### config.mk
export PLATFORM = sky130hd
export DESIGN_NAME = pio_irq_prio_enc
export DESIGN_NICKNAME = d
export VERILOG_FILES = /design/src/rtl/pio_irq_pkg.sv /design/src/rtl/pio_pin_edge.sv /design/src/rtl/pio_flag_bank.sv /design/src/rtl/pio_prio_offset.sv /design/src/rtl/pio_irq_prio_enc.sv
export SDC_FILE = /design/constraint.sdc
export NUM_CORES = 1
export LEC_CHECK = 0
export BUFFER_PORTS_ARGS = -buffer_cell sky130_fd_sc_hd__buf_2
export CELL_PAD_IN_SITES_DETAIL_PLACEMENT = 0
export CELL_PAD_IN_SITES_GLOBAL_PLACEMENT = 1
export CORE_ASPECT_RATIO = 0.5
export CORE_UTILIZATION = 38
export DETAILED_ROUTE_END_ITERATION = 10
export PLACE_DENSITY_LB_ADDON = 0.1
export SYNTH_ARGS = -nofsm -noshare
export SYNTH_HDL_FRONTEND = slang
export SYNTH_HIERARCHICAL = 1
export SYNTH_SLANG_ARGS = --single-unit
### constraint.sdc
create_clock -name clk -period 2.57 [get_ports clk]
set_input_delay 0.257 -clock clk [delete_from_list [all_inputs] [get_ports clk]]
set_output_delay 0.257 -clock clk [all_outputs]
set_load 0.01 [all_outputs]
### src/rtl/pio_irq_pkg.sv
// Shared definitions for the pin interrupt offset encoder.
// Assumes exactly two request levels, indexed by the enum below.
package pio_irq_pkg;
    typedef enum logic {
        LVL_LO = 1'b0,
        LVL_HI = 1'b1
    } irq_level_e;

    localparam int NUM_LEVELS = 2;
endpackage

### src/rtl/pio_pin_edge.sv
// Synchronises raw pin levels through two flops and reports one-cycle
// edge events of the per-pin selected polarity.
// Assumes pins are asynchronous to clk and reset is synchronous active low.
module pio_pin_edge #(
    parameter int N = 16
) (
    input  logic         clk,
    input  logic         rst_n,
    input  logic [N-1:0] pins_i,
    input  logic [N-1:0] rise_sel_i,
    output logic [N-1:0] event_o
);
    logic [N-1:0] meta_q;
    logic [N-1:0] sync_q;
    logic [N-1:0] last_q;

    // Two-flop synchroniser plus one history stage for edge detection.
    always_ff @(posedge clk) begin
        if (!rst_n) begin
            meta_q <= '0;
            sync_q <= '0;
            last_q <= '0;
        end else begin
            meta_q <= pins_i;
            sync_q <= meta_q;
            last_q <= sync_q;
        end
    end

    // Per-pin polarity choice between rising and falling event.
    for (genvar g = 0; g < N; g++) begin : g_pin
        assign event_o[g] = rise_sel_i[g] ? (sync_q[g] & ~last_q[g])
                                          : (~sync_q[g] & last_q[g]);
    end
endmodule

### src/rtl/pio_flag_bank.sv
// Holds the latched interrupt flags. A set and a clear of the same bit
// in one cycle leave the bit set so no event is lost.
// Assumes set and clear vectors are already qualified by the caller.
module pio_flag_bank #(
    parameter int N = 16
) (
    input  logic         clk,
    input  logic         rst_n,
    input  logic [N-1:0] set_i,
    input  logic [N-1:0] clr_i,
    output logic [N-1:0] flags_o
);
    logic [N-1:0] flags_q;

    // Flag update with set taking precedence over clear.
    always_ff @(posedge clk) begin
        if (!rst_n) flags_q <= '0;
        else        flags_q <= (flags_q & ~clr_i) | set_i;
    end

    assign flags_o = flags_q;
endmodule

### src/rtl/pio_prio_offset.sv
// Fixed-priority encoder: returns lowest set index plus one, or zero.
// Assumes OW is wide enough to hold N.
module pio_prio_offset #(
    parameter int N  = 16,
    parameter int OW = 5
) (
    input  logic [N-1:0]  req_i,
    output logic [OW-1:0] off_o
);
    // Scan downward so the lowest requesting index is written last.
    always_comb begin
        off_o = '0;
        for (int i = N - 1; i >= 0; i--) begin
            if (req_i[i]) off_o = OW'(i + 1);
        end
    end
endmodule

### src/rtl/pio_irq_prio_enc.sv
// Top: edge capture, flag storage, per-level masking and offset encoding
// with read-to-clear. Pin index i is bit i of pins_in; ports are stacked
// with the first port in the low bits. Offsets are combinational from
// the flags; a read strobe clears the reported flag at the next edge.
module pio_irq_prio_enc
    import pio_irq_pkg::*;
#(
    parameter int NUM_PORTS = 2,
    parameter int PORT_W    = 8,
    localparam int NPINS    = NUM_PORTS * PORT_W,
    localparam int OFF_W    = $clog2(NPINS + 1)
) (
    input  logic             clk,
    input  logic             rst_n,
    input  logic [NPINS-1:0] pins_in,
    input  logic [NPINS-1:0] irq_en,
    input  logic [NPINS-1:0] lvl_sel,
    input  logic [NPINS-1:0] edge_rise,
    input  logic             clr_we,
    input  logic [NPINS-1:0] clr_mask,
    input  logic             rd_hi,
    input  logic             rd_lo,
    output logic             irq_hi,
    output logic             irq_lo,
    output logic [OFF_W-1:0] off_hi,
    output logic [OFF_W-1:0] off_lo
);
    logic [NPINS-1:0] edge_vec;
    logic [NPINS-1:0] set_vec;
    logic [NPINS-1:0] clr_vec;
    logic [NPINS-1:0] flags;
    logic [NPINS-1:0] lvl_req  [NUM_LEVELS];
    logic [OFF_W-1:0] off_arr  [NUM_LEVELS];
    logic [NPINS-1:0] rd_clr   [NUM_LEVELS];
    logic             rd_arr   [NUM_LEVELS];
    logic             irq_arr  [NUM_LEVELS];

    pio_pin_edge #(.N(NPINS)) u_edge (
        .clk       (clk),
        .rst_n     (rst_n),
        .pins_i    (pins_in),
        .rise_sel_i(edge_rise),
        .event_o   (edge_vec)
    );

    assign set_vec = edge_vec & irq_en;

    assign rd_arr[int'(LVL_LO)] = rd_lo;
    assign rd_arr[int'(LVL_HI)] = rd_hi;

    for (genvar lv = 0; lv < NUM_LEVELS; lv++) begin : g_lvl
        // Enabled pending flags routed to this level.
        assign lvl_req[lv] = flags & irq_en &
                             ((lv == int'(LVL_HI)) ? lvl_sel : ~lvl_sel);
        assign irq_arr[lv] = |lvl_req[lv];

        pio_prio_offset #(.N(NPINS), .OW(OFF_W)) u_enc (
            .req_i(lvl_req[lv]),
            .off_o(off_arr[lv])
        );

        // Read strobe clears only the pin the offset names.
        for (genvar p = 0; p < NPINS; p++) begin : g_rdclr
            assign rd_clr[lv][p] = rd_arr[lv] && (off_arr[lv] == OFF_W'(p + 1));
        end
    end

    // Merge software mask clear with both read-to-clear vectors.
    always_comb begin
        clr_vec = clr_we ? clr_mask : '0;
        for (int lv = 0; lv < NUM_LEVELS; lv++) clr_vec = clr_vec | rd_clr[lv];
    end

    pio_flag_bank #(.N(NPINS)) u_flags (
        .clk    (clk),
        .rst_n  (rst_n),
        .set_i  (set_vec),
        .clr_i  (clr_vec),
        .flags_o(flags)
    );

    assign irq_hi = irq_arr[int'(LVL_HI)];
    assign irq_lo = irq_arr[int'(LVL_LO)];
    assign off_hi = off_arr[int'(LVL_HI)];
    assign off_lo = off_arr[int'(LVL_LO)];
endmodule

==> results.sh <==
export IMPL_rows=23
export IMPL_netlist_area_um2=3320
export IMPL_vdd_ir_drop_max_uv=591
export IMPL_use_met3_pct=4.81
export IMPL_cts_htree_levels=3
export IMPL_synth_warnings=6
export IMPL_drt_total_wl_mm=9.27
export IMPL_synth_distinct_cells=42
export IMPL_ys_flop_type="dfxtp_1"
export IMPL_cts_buffers=9
export IMPL_p_total_mw=2.57
export IMPL_design_area_um2=4480
export IMPL_worstMarginPinSlew_ns=0.910
export IMPL_grtUsageMet1_pct=29.5
export IMPL_r2r_start="u_flags/flags_o[6]"
export IMPL_status="finished clean"
export IMPL_area_growth_pct=34.8
export IMPL_io_pin_count=97
export IMPL_critPathKind="flip-flop to flip-flop"
export IMPL_routabilityCongestion=0.848
export IMPL_cts_root_buf="clkbuf_16"
export IMPL_drc_errors=0
export IMPL_crit_path_end_kind="flip-flop"
export IMPL_core_um2=8230
export IMPL_syn_inst=402
export IMPL_cts_path_max_buffers=2
export IMPL_diodes=0
export IMPL_fin_ws_ns=0.0776
export IMPL_place_area_um2=4110
export IMPL_finalSetupViolCount=0
export IMPL_synth_seq_cells=64
export IMPL_crit_fanout=6
export IMPL_fillers=837
export IMPL_cellLeakagePower_nw=2.16
export IMPL_final_common_cell="buf_2"
export IMPL_dr_pass1_iters=4
export IMPL_grt_pass1_wl_mm=13.8
export IMPL_crit_path_end="u_flags/flags_o[8]"
export IMPL_relSlewSlack_pct=39.3
export IMPL_ff_latch_area_um2=1280
export IMPL_period_minus_slack_ns=2.49
export IMPL_multiInputGateArea_um2=1930
export IMPL_busiest_layer="met2"
export IMPL_cap_viol_max_count=0
export IMPL_path_clk_slew_ns=0.05
export IMPL_startpoint="u_flags/flags_o[6]"
export IMPL_overflow=0
export IMPL_grt_pass1_vias=2722
export IMPL_fp_dieW_um=134
export IMPL_hpwl_mm=7.30
export IMPL_fmax_mhz=401
export IMPL_finalNetCount=617
export IMPL_cts_tree="built"
export IMPL_hold_violations=0
export IMPL_ys_seq_area_share_pct=38.6
export IMPL_wire_per_inst_um=14.3
export IMPL_skew_ns=0.00494
export IMPL_drtIter0Drc=157
export IMPL_final_layout_size_suffix_gt1_share_pct=30.0
export IMPL_syn_num_nets=487
export IMPL_track_usage_pct=20.5
export IMPL_via_count=3186
export IMPL_routed_via_density=4.91
export IMPL_start_util_pct=40.4
export IMPL_power_density_nw_per_um2=573
export IMPL_antenna_found_initial=1
export IMPL_drtAntennaViolNets=0
export IMPL_rsz0062_at_grt="yes"
export IMPL_async_flop_share_pct=0
export IMPL_syn_avg_cell_area_um2=8.27
export IMPL_final_cell_mix="buf_2 (96), and2_1 (66), dfxtp_1 (64)"
export IMPL_crit_required_ns=2.78
export IMPL_cp_arrival_ns=2.70
export IMPL_ff2ff_setup_slack_ns=0.08
export IMPL_grt_start_max_net_pins=65
export IMPL_finish_utilization_pct=54.4
export IMPL_holdCritPathClass="input port to flip-flop"
export IMPL_post_cts_buffers=0
export IMPL_startpoint_type="flip-flop"
export IMPL_die_area_um2=9150
export IMPL_io_buffers=96
export IMPL_preCtsSetupSlack_ns=-0.0183
export IMPL_synth_edf_count=0
export IMPL_tns_ns=0
export IMPL_fin_crit_sh_pct=97.0
export IMPL_r2r_end="u_flags/flags_o[8]"
export IMPL_use_met2_pct=30.0
export IMPL_clock_sinks=64
export IMPL_rr_worst_depth=11
export IMPL_die_y_um=68.1
export IMPL_clk_latency_ns=0.32
export IMPL_slew_violations=0
-- synthesized netlist by cell type (all sizes together) (4+ instances only) --
| cell type | instances | area (um2) |
|---|---|---|
| a22oi | 4 | 30.0 |
| clkbuf | 5 | 21.3 |
| nand2b | 20 | 125 |
| nand2 | 45 | 169 |
| o22ai | 16 | 100 |
| o21a | 16 | 120 |
| nor4 | 11 | 81.3 |
| a21oi | 6 | 30.0 |
| dfxtp | 64 | 1280 |
| buf | 6 | 70.1 |
| and3 | 18 | 114 |
| nor3 | 4 | 20.0 |
| nand3b | 18 | 135 |
| o21ai | 4 | 20.0 |
| inv | 22 | 82.6 |
| and2 | 66 | 413 |
| nor2 | 17 | 63.8 |
| nor2b | 22 | 138 |
| o221ai | 8 | 70.1 |
-- worst min path at each step --
stage | to | start | slack (ns) | cells past startpoint
global placement | u_edge/sync_q[3] | u_edge/meta_q[3] | 0.41 | 1
CTS | u_edge/meta_q[4] | pins_in[4] | 0.13 | 2
floorplan | u_edge/meta_q[15] | pins_in[15] | 0.38 | 1
global route | u_edge/meta_q[14] | pins_in[14] | 0.14 | 2
detailed placement | u_edge/sync_q[2] | u_edge/meta_q[2] | 0.42 | 1
finish | u_edge/meta_q[4] | pins_in[4] | 0.14 | 2
-- state kept, by name (all words and copies together), names as in the netlist --
| register | count |
|---|---|
| u_edge/sync_q | 16 |
| u_flags/flags_o | 16 |
| u_edge/meta_q | 16 |
| u_edge/last_q | 16 |
-- kinds of logic after synthesis --
group / share of synthesized area (%)
AOI/OAI and AO/OA: 15.0
DFF: 38.6
buffers and inverters: 5.23
and+or+nand+nor: 41.2
-- worst max-delay path, cell delays in order, from the launching register on --
cell      delay, ns
dfxtp_1        0.35
and3_1         0.26
buf_4          0.15
inv_2          0.02
a21oi_1        0.11
nor2_1         0.05
o41ai_1        0.41
buf_4          0.22
nand3b_1       0.17
o221ai_1       0.37
nor2b_1        0.10
o21a_1         0.17
-- layout make-up --
type	instances	area share [%]
Sequential cell	64	28.6
Multi-Input combinational cell	305	43.1
Clock inverter	4	1.15
Tap cell	112	3.13
Clock buffer	12	5.73
Timing Repair Buffer	130	16.4
Inverter	22	1.84
-- report_power, final --
group | total [mW] | internal (mW) | leakage (nW) | switching [mW]
logic | 0.298 | 0.151 | 1.49 | 0.147
registers | 1.05 | 1.03 | 0.525 | 0.0151
clock network | 1.22 | 0.805 | 0.149 | 0.418
total | 2.57 | 1.98 | 2.16 | 0.580
-- repair_timing --
item	4_1_cts	5_1_grt
setup endpoints to repair	0	17
hold buffers	0	0
resized for setup	0	14
-- metrics by stage --
stage          std cells  hold WS [ns]
6_report             649         0.137
4_1_cts              649         0.131
2_1_floorplan        402         0.384
3_5_place_dp         633         0.418
3_3_place_gp         633         0.413
5_1_grt              649         0.135
-- metal layers --
layer  routed length, um  part of all wire (%)
met1                4780                    52
met3                 700                   7.6
met2                3690                    40
met4                  87                  0.94
met5                  13                  0.14
Note: power is estimated with default switching activity, not from simulation.
